File: src/rtl/odrv_pkg.sv
package odrv_pkg;

  // Decoded transitions of one synchronized pin.
  typedef struct packed {
    logic rise;
    logic fall;
  } edge_evt_t;

  // Decode a transition from the previous and the present sample.
  function automatic edge_evt_t edge_decode(input logic prev_lvl, input logic cur_lvl);
    edge_evt_t e;
    e.rise = ~prev_lvl & cur_lvl;
    e.fall = prev_lvl & ~cur_lvl;
    return e;
  endfunction

endpackage

File: src/rtl/odrv_sync.sv
module odrv_sync #(
  parameter int W      = 1,
  parameter int STAGES = 2,
  parameter logic [W-1:0] RST_VAL = '0
) (
  input  logic         clk,
  input  logic         rst_n,
  input  logic [W-1:0] d,
  output logic [W-1:0] q
);

  logic [W-1:0] stage_q [STAGES];

  generate
    for (genvar s = 0; s < STAGES; s++) begin : g_stage
      if (s == 0) begin : g_first
        always_ff @(posedge clk or negedge rst_n) begin
          if (!rst_n) stage_q[s] <= RST_VAL;
          else        stage_q[s] <= d;
        end
      end else begin : g_next
        always_ff @(posedge clk or negedge rst_n) begin
          if (!rst_n) stage_q[s] <= RST_VAL;
          else        stage_q[s] <= stage_q[s-1];
        end
      end
    end
  endgenerate

  assign q = stage_q[STAGES-1];

endmodule

File: src/rtl/odrv_edge.sv
module odrv_edge
  import odrv_pkg::*;
#(
  parameter logic RST_LVL = 1'b0
) (
  input  logic      clk,
  input  logic      rst_n,
  input  logic      lvl,
  output edge_evt_t evt
);

  logic prev_q;

  always_ff @(posedge clk or negedge rst_n) begin
    if (!rst_n) prev_q <= RST_LVL;
    else        prev_q <= lvl;
  end

  assign evt = edge_decode(prev_q, lvl);

endmodule

File: src/rtl/odrv_core.sv
module odrv_core #(
  parameter int WIDTH = 8
) (
  input  logic             clk,
  input  logic             rst_n,
  input  logic             cs_low,
  input  logic             cs_fall,
  input  logic             cs_rise,
  input  logic             sck_rise,
  input  logic             sck_fall,
  input  logic             sdi_s,
  input  logic [WIDTH-1:0] par_s,
  output logic             shift_evt,
  output logic             present_evt,
  output logic [WIDTH-1:0] shreg,
  output logic [WIDTH-1:0] latch_q,
  output logic             sdo_q
);

  localparam int MSB = WIDTH - 1;

  function automatic logic [WIDTH-1:0] push_lsb(input logic [WIDTH-1:0] r, input logic b);
    return {r[MSB-1:0], b};
  endfunction

  assign shift_evt   = sck_rise & cs_low;
  assign present_evt = sck_fall & cs_low & ~cs_fall;

  always_ff @(posedge clk or negedge rst_n) begin
    if (!rst_n)         shreg <= '0;
    else if (cs_fall)   shreg <= par_s;
    else if (shift_evt) shreg <= push_lsb(shreg, sdi_s);
  end

  always_ff @(posedge clk or negedge rst_n) begin
    if (!rst_n)           sdo_q <= 1'b0;
    else if (cs_fall)     sdo_q <= par_s[MSB];
    else if (present_evt) sdo_q <= shreg[MSB];
  end

  always_ff @(posedge clk or negedge rst_n) begin
    if (!rst_n)       latch_q <= '0;
    else if (cs_rise) latch_q <= shreg;
  end

endmodule

File: src/rtl/octal_drive_shiftreg.sv
module octal_drive_shiftreg
  import odrv_pkg::*;
#(
  parameter int WIDTH       = 8,
  parameter int SYNC_STAGES = 2
) (
  input  logic             clk,
  input  logic             rst_n,
  input  logic             sck,
  input  logic             cs_n,
  input  logic             sdi,
  input  logic [WIDTH-1:0] par_in,
  input  logic             oe,
  output logic             sdo,
  output logic             sdo_en,
  output logic [WIDTH-1:0] drv_out,
  output logic [WIDTH-1:0] drv_en
);

  localparam int BUS_W = WIDTH + 4;
  localparam logic [BUS_W-1:0] BUS_RST = {1'b1, 3'b000, {WIDTH{1'b0}}};

  logic [BUS_W-1:0] pin_bus, sync_bus;
  logic             cs_s, sck_s, sdi_s, oe_s;
  logic [WIDTH-1:0] par_s;
  edge_evt_t        cs_evt, sck_evt;

  logic             cs_rise_evt, cs_fall_evt, shift_evt, present_evt;
  logic [WIDTH-1:0] shreg, latch_q;
  logic             sdo_q;

  assign pin_bus = {cs_n, sck, sdi, oe, par_in};

  odrv_sync #(.W(BUS_W), .STAGES(SYNC_STAGES), .RST_VAL(BUS_RST)) u_sync (
    .clk(clk), .rst_n(rst_n), .d(pin_bus), .q(sync_bus)
  );

  assign {cs_s, sck_s, sdi_s, oe_s, par_s} = sync_bus;

  odrv_edge #(.RST_LVL(1'b1)) u_cs_edge (
    .clk(clk), .rst_n(rst_n), .lvl(cs_s), .evt(cs_evt)
  );

  odrv_edge #(.RST_LVL(1'b0)) u_sck_edge (
    .clk(clk), .rst_n(rst_n), .lvl(sck_s), .evt(sck_evt)
  );

  assign cs_rise_evt = cs_evt.rise;
  assign cs_fall_evt = cs_evt.fall;

  odrv_core #(.WIDTH(WIDTH)) u_core (
    .clk(clk), .rst_n(rst_n),
    .cs_low(~cs_s), .cs_fall(cs_fall_evt), .cs_rise(cs_rise_evt),
    .sck_rise(sck_evt.rise), .sck_fall(sck_evt.fall),
    .sdi_s(sdi_s), .par_s(par_s),
    .shift_evt(shift_evt), .present_evt(present_evt),
    .shreg(shreg), .latch_q(latch_q), .sdo_q(sdo_q)
  );

  assign sdo_en = ~cs_s;
  assign sdo    = sdo_en & sdo_q;

  generate
    for (genvar i = 0; i < WIDTH; i++) begin : g_chan
      assign drv_en[i]  = oe_s;
      assign drv_out[i] = oe_s & latch_q[i];
    end
  endgenerate

endmodule

File: config.mk
export PLATFORM = sky130hd
export DESIGN_NAME = octal_drive_shiftreg
export DESIGN_NICKNAME = d
export VERILOG_FILES = /design/src/rtl/odrv_pkg.sv /design/src/rtl/odrv_sync.sv /design/src/rtl/odrv_edge.sv /design/src/rtl/odrv_core.sv /design/src/rtl/octal_drive_shiftreg.sv
export SDC_FILE = /design/constraint.sdc
export NUM_CORES = 1
export LEC_CHECK = 0
export ABC_AREA = 0
export BUFFER_PORTS_ARGS = -buffer_cell sky130_fd_sc_hd__buf_2
export CORE_MARGIN = 2
export CORE_UTILIZATION = 45
export DETAILED_ROUTE_END_ITERATION = 6
export PLACE_DENSITY = 0.75
export SYNTH_ARGS = -nofsm -noshare
export SYNTH_HDL_FRONTEND = slang
export SYNTH_SLANG_ARGS = --single-unit
File: constraint.sdc
create_clock -name clk -period 1.21 [get_ports clk]
set_clock_uncertainty 0.05 [all_clocks]
set_input_delay 0.0605 -clock clk [delete_from_list [all_inputs] [get_ports clk]]
set_output_delay 0.0605 -clock clk [all_outputs]
set_load 0.01 [all_outputs]
==> run metrics, run 1 <==
Avg WL per Cell 13.76 um; cell with the largest stage delay on the worst path dfstp_2; Seq/Total Area, Yosys 68.01%; DP HPWL 1.447 mm; power density over the cells 1305 nW/um2; Max Cap Viol 0; Max Clk Rate 758.1 MHz; total power 2.981 mW; CP bufs+invs 2; ant diodes 0; simple-gate share of the synthesized area 8.826%; Clk Latency, worst-skew pair 340 ps; placed cell area 1757 um2; syn_nets 119; Layout area overhead 43.81%; worst hold path class primary input to asynchronous set/reset pin; cell family with most CP delay flip-flops; pre-CTS setup slack -214.3 ps; core area 3363 um2; Worst R2R Start u_cs_edge.prev_q; Reg clk slew, reported paths 110 ps; crit path cell chain buf_12 > nor2_4 > buf_12 > mux2_4; Async SR Flop Fraction 100.0%; yosys warns 0; Post-Layout Cell Count 205; largest family of logic cells by synthesized area compound AO/OA/AOI/OAI gates; Final nets 172; Placed Cells 174; main flop type after synthesis dfrtp_1; Setup violations, final 30; area share of the largest cell type after synthesis 63.04%; total negative setup slack -1880 ps; Critical Path Sink Type flop; row count 21; post-synthesis cell area 1588 um2; total CTS buffers 5; outcome finished with violations; Post-Synth XOR/XNOR Area 0%; H-tree depth 2; drc violations 0; slew at the pin closest to its max-slew limit 324.1 ps; failing checks setup timing; pin count of the biggest net entering global routing 44; Initial Utilization 47.21%; CP Launch Point u_cs_edge.prev_q; synth cell count leaders 40 x dfrtp_1, 10 x nor2b_1, 9 x o2bb2ai_1; Arr. time, crit path 1510 ps; final hold vios 0; CTS Root Cell clkbuf_4; TritonRoute pass-1 iters 4; fraction of the cycle the final worst path needs 109.0%; post-synthesis mux area share 5.674%; total die area 4020 um2; Multi-input gate area 520.5 um2; grt ovf 0; Final Max Slew Viols 0; FF/Latch Area 1081 um2; io pins 32; Distinct cells, synth 19; Synth Area in Adders 0%; Tmin final 1319 ps; global-route wire length before repair 4.864 mm; Design Area, Final 2283 um2; cells after synthesis 105; # clock sinks 43; Fillers 238; CTS tree done; post-synth top area cell dfrtp_1; Post-Route Utilization 67.89%; VDD IR-drop max 950.5 uV; DR vias/cell 4.834; die width 63.40 um; ANT nets after route 0; Mapped Avg Cell Area 15.12 um2; initial antenna violation count 0; Placer Congestion 0.8516; startpoint types flop; I/O Buffers 31; crit-path max FO 8; Worst Setup Slack, final -109.2 ps; initial drt markers 11; crit-path max cell delay 590 ps; WS Path Type flop to flop; clock tree buffer depth 2; Leakage 1.037 nW; Die H 63.40 um; via count 991; Post-synth EDFFs 0; crit-path most repeated cell buf_12; Required @ worst endpoint 1400 ps; most common cell in the netlist dfrtp_1; layout cells sized above 1 54.09%; Hold WS 156.0 ps; final wirelength 2.820 mm; Total GRT Usage 16.02%; #FFs+latches synth 43; number of global-route vias before repair 1039; Worst slew margin 78.35%; RSZ-0062 raised after global routing true; Synth area leaders dfrtp_1 63%, dfstp_2 5.0%, mux2_2 5.0%; compound-gate portion of the synthesized area 10.87%
-- layer usage --
| layer | share of wire (%) | routed length [um] | up-vias | track usage, % |
|---|---|---|---|---|
| li1 | - | - | 461 | - |
| met1 | 42 | 1172 | 484 | 20.22 |
| met2 | 52 | 1457 | 36 | 25.13 |
| met3 | 4.4 | 123 | 10 | 3.929 |
| met4 | 2.3 | 66 | 0 | 9.239 |
| met5 | 0 | 0 | - | 0 |
-- state kept, by name (all words and copies together), names as in the netlist --
signal / cells
u_sck_edge.prev_q: 1
u_sync.stage_q: 12
u_sync.q: 12
u_core.sdo_q: 1
u_core.shreg: 8
u_cs_edge.prev_q: 1
u_core.latch_q: 8
-- layout by cell type, fill, tap and decap left out --
| cell | netlist | layout |
|---|---|---|
| a22oi_1 | 8 | 1 |
| a22oi_2 | 1 | 8 |
| and2_1 | 8 | 8 |
| and2b_1 | 1 | 1 |
| and2b_2 | 1 | 1 |
| buf_12 | 0 | 4 |
| buf_16 | 0 | 2 |
| buf_2 | 0 | 27 |
| buf_4 | 8 | 1 |
| buf_6 | 2 | 10 |
| clkbuf_16 | 0 | 1 |
| clkbuf_4 | 0 | 5 |
| clkbuf_8 | 0 | 2 |
| clkinvlp_4 | 0 | 1 |
| dfrtp_1 | 40 | 39 |
| dfrtp_2 | 0 | 1 |
| dfstp_2 | 3 | 3 |
| dlygate4sd3_1 | 0 | 13 |
| inv_4 | 0 | 1 |
| mux2_4 | 0 | 8 |
| nor2_4 | 1 | 1 |
| nor2b_1 | 10 | 5 |
| nor2b_2 | 0 | 2 |
| nor2b_4 | 0 | 3 |
| o21ai_1 | 0 | 1 |
| o21ai_4 | 1 | 1 |
| o2bb2ai_1 | 9 | 5 |
| o2bb2ai_2 | 0 | 4 |
-- worst paths after layout --
kind                                       to  slack, ps  cells after the start
max                         u_core.latch_q[1]       -110                      4
min                        u_sync.stage_q[12]        160                      3
max reg2reg                 u_core.latch_q[1]       -110                      4
min reg2reg                       u_sync.q[2]        310                      0
max in group asynchronous    u_cs_edge.prev_q        690                      3
min in group clk           u_sync.stage_q[21]        300                      2
-- cell families after synthesis --
group           after synthesis
flops                        43
simple gates                 21
compound gates               20
buf+inv                      13
mux                           8
-- area by class of cell --
cell class	count	share of cell area, %
multi-input combinational	49	22.79
sequential	43	47.34
timing repair buffer	58	23.89
clock buffer	7	2.849
tap	46	2.521
inverter	1	0.2740
clock inverter	1	0.3288
-- power breakdown --
group | switching [mW] | internal, mW
Clock | 0.426 | 0.340
Sequential | 0.0945 | 1.58
Combinational | 0.201 | 0.337
-- worst reg2reg max path, delay by kind of cell, from the launching register on --
| kind | cells | cell delay (ps) |
|---|---|---|
| flip-flops | 1 | 590 |
| buffers and inverters | 2 | 250 |
| multiplexers | 1 | 290 |
| AND/OR/NAND/NOR | 1 | 40 |
-- what timing repair did --
item,in CTS,in global routing
hold buffers,13,0
setup endpoints to repair,35,30
hold endpoints to repair,55,0
gates resized for setup,23,18
gates cloned,2,1
buffers inserted,7,1
pin swaps,15,10
Note: power is estimated with default switching activity, not from simulation.
==> inputs of run 2 (changes only) <==
--- a/config.mk
+++ b/config.mk
@@ -14,3 +14,4 @@
 export SYNTH_ARGS = -nofsm -noshare
 export SYNTH_HDL_FRONTEND = slang
 export SYNTH_SLANG_ARGS = --single-unit
+export TNS_END_PERCENT = 5
==> run 2 against run 1 <==
  * The run still ends with setup timing left
  * Sequential power about the same
  * Flip-flop and latch count is the same
  * Clock power decreased by 0.5%
  * Sequential share of layout area is 5.5 points higher
  * Critical path depth unchanged
  * Worst hold slack gained 0.84 ps
==> run metrics, run 2 (synthesized netlist as in run 1, its figures left out) <==
total power 2.862 mW; clock power share 26.6%; slew at the pin closest to its max-slew limit 266.9 ps; power density over the cells 1398 nW/um2; Setup violations, final 19; crit-path max FO 8; io pins 32; Required @ worst endpoint 1390 ps; outcome finished with violations; worst r2r path cells 4; switching share of power 23.56%; Int Pwr 2.188 mW; number of global-route vias before repair 962; Avg WL per Cell 11.90 um; worst reg-to-reg setup slack -110 ps; row count 21; Final nets 164; Placer Congestion 0.8516; ant diodes 0; Critical Path Sink Type flop; pin count of the biggest net entering global routing 44; Worst Setup Slack, final -108.0 ps; # clock sinks 43; fraction of the cycle the final worst path needs 108.9%; Die H 63.40 um; Design Area, Final 2047 um2; CTS Root Cell clkbuf_4; pre-CTS setup slack -214.3 ps; global-route wire length before repair 4.236 mm; total die area 4020 um2; Max Cap Viol 0; final wirelength 2.345 mm; most frequent cells in the layout 39 x dfrtp_1, 30 x buf_2, 13 x dlygate4sd3_1, 9 x o2bb2ai_1; TritonRoute pass-1 iters 4; initial drt markers 17; Tmin final 1318 ps; drc violations 0; worst hold path class primary input to asynchronous set/reset pin; layout cells sized above 1 43.05%; Reg clk slew, reported paths 120 ps; core area 3363 um2; Final Max Slew Viols 0; Worst slew margin 82.17%; die width 63.40 um; Fillers 277; total CTS buffers 5; RSZ-0062 raised after global routing true; initial antenna violation count 0; startpoint types flop; RR Endpoint u_core.latch_q[6]; ANT nets after route 0; via count 920; DP HPWL 1.447 mm; I/O Buffers 31; Reg power frac 58.3%; Total GRT Usage 13.81%; CTS tree done; Arr. time, crit path 1500 ps; final hold vios 0; CP Launch Point u_sync.q[11]; failing checks setup timing; sw power 0.6742 mW; most common cell after layout, fill and taps aside dfrtp_1; VDD IR-drop max 901.0 uV; total negative setup slack -1283 ps; Clk Latency, worst-skew pair 340 ps; Worst R2R Start u_sync.q[11]; clock tree buffer depth 2; grt ovf 0; Comb power frac 15.1%; H-tree depth 2; DR vias/cell 4.670; Initial Utilization 47.21%; WS Path Type flop to flop; Layout area overhead 28.92%; placed cell area 1757 um2; Leakage 0.9436 nW; Max Clk Rate 758.7 MHz
==> run 2: worst max-delay path, stage by stage (launching register included) <==
cell and delay (ps):
dfstp_2 580, inv_4 50, nor2_4 90, buf_12 140, mux2_4 290
==> run 2: how the worst max path moves through the flow <==
| stage | end | slack [ps] | cells after the start |
|---|---|---|---|
| after floorplan | u_core.latch_q[0] | -80 | 3 |
| after global placement | u_core.shreg[2] | -140 | 3 |
| after detailed placement | u_core.shreg[0] | -210 | 3 |
| after CTS | u_core.latch_q[6] | -120 | 4 |
| after global routing | u_core.latch_q[5] | -150 | 4 |
| final | u_core.latch_q[6] | -110 | 4 |
==> run 2: metal layers <==
metal  up-vias  part of all wire, %  track usage [%]
met1       434                   44            17.67
li1        443                    -                -
met4         0                  2.2            8.424
met2        34                   49            20.79
met5         -                    0                0
met3         9                  4.9            3.929
==> run 2: layout make-up <==
cell class	count	area (um2)	area share, %
clock buffers	7	65.06	3.178
flip-flops and latches	43	1081	52.81
inverters	1	6.256	0.3056
multi-input cells	49	447.9	21.88
clock inverters	1	7.507	0.3667
repair buffers	50	381.6	18.64
well taps	46	57.56	2.812
==> run 2: timing repair <==
item | in CTS | in global routing
pin swaps | 15 | 4
buffers inserted | 2 | 0
endpoints found under the hold margin | 55 | 0
setup endpoints to repair | 35 | 27
resized for setup | 14 | 2
hold buffers | 13 | 0
==> run 2: stage by stage <==
stage	cells	hold WS, ps	utilization [%]
2_1_floorplan	105	-285.1	-
3_3_place_gp	174	-6.750	52.23
3_5_place_dp	174	-4.809	52.23
4_1_cts	197	141.3	60.64
5_1_grt	197	158.0	60.86
6_report	197	156.9	60.86
==> run 2: power by group through the flow <==
stage	registers, mW	clock network, mW	logic (mW)
final	1.67	0.761	0.432
after global routing	1.69	0.856	0.477
after CTS	1.67	0.788	0.431
after detailed placement	1.69	0	0.343
after global placement	1.68	0	0.332
after floorplan	1.66	0	0.241
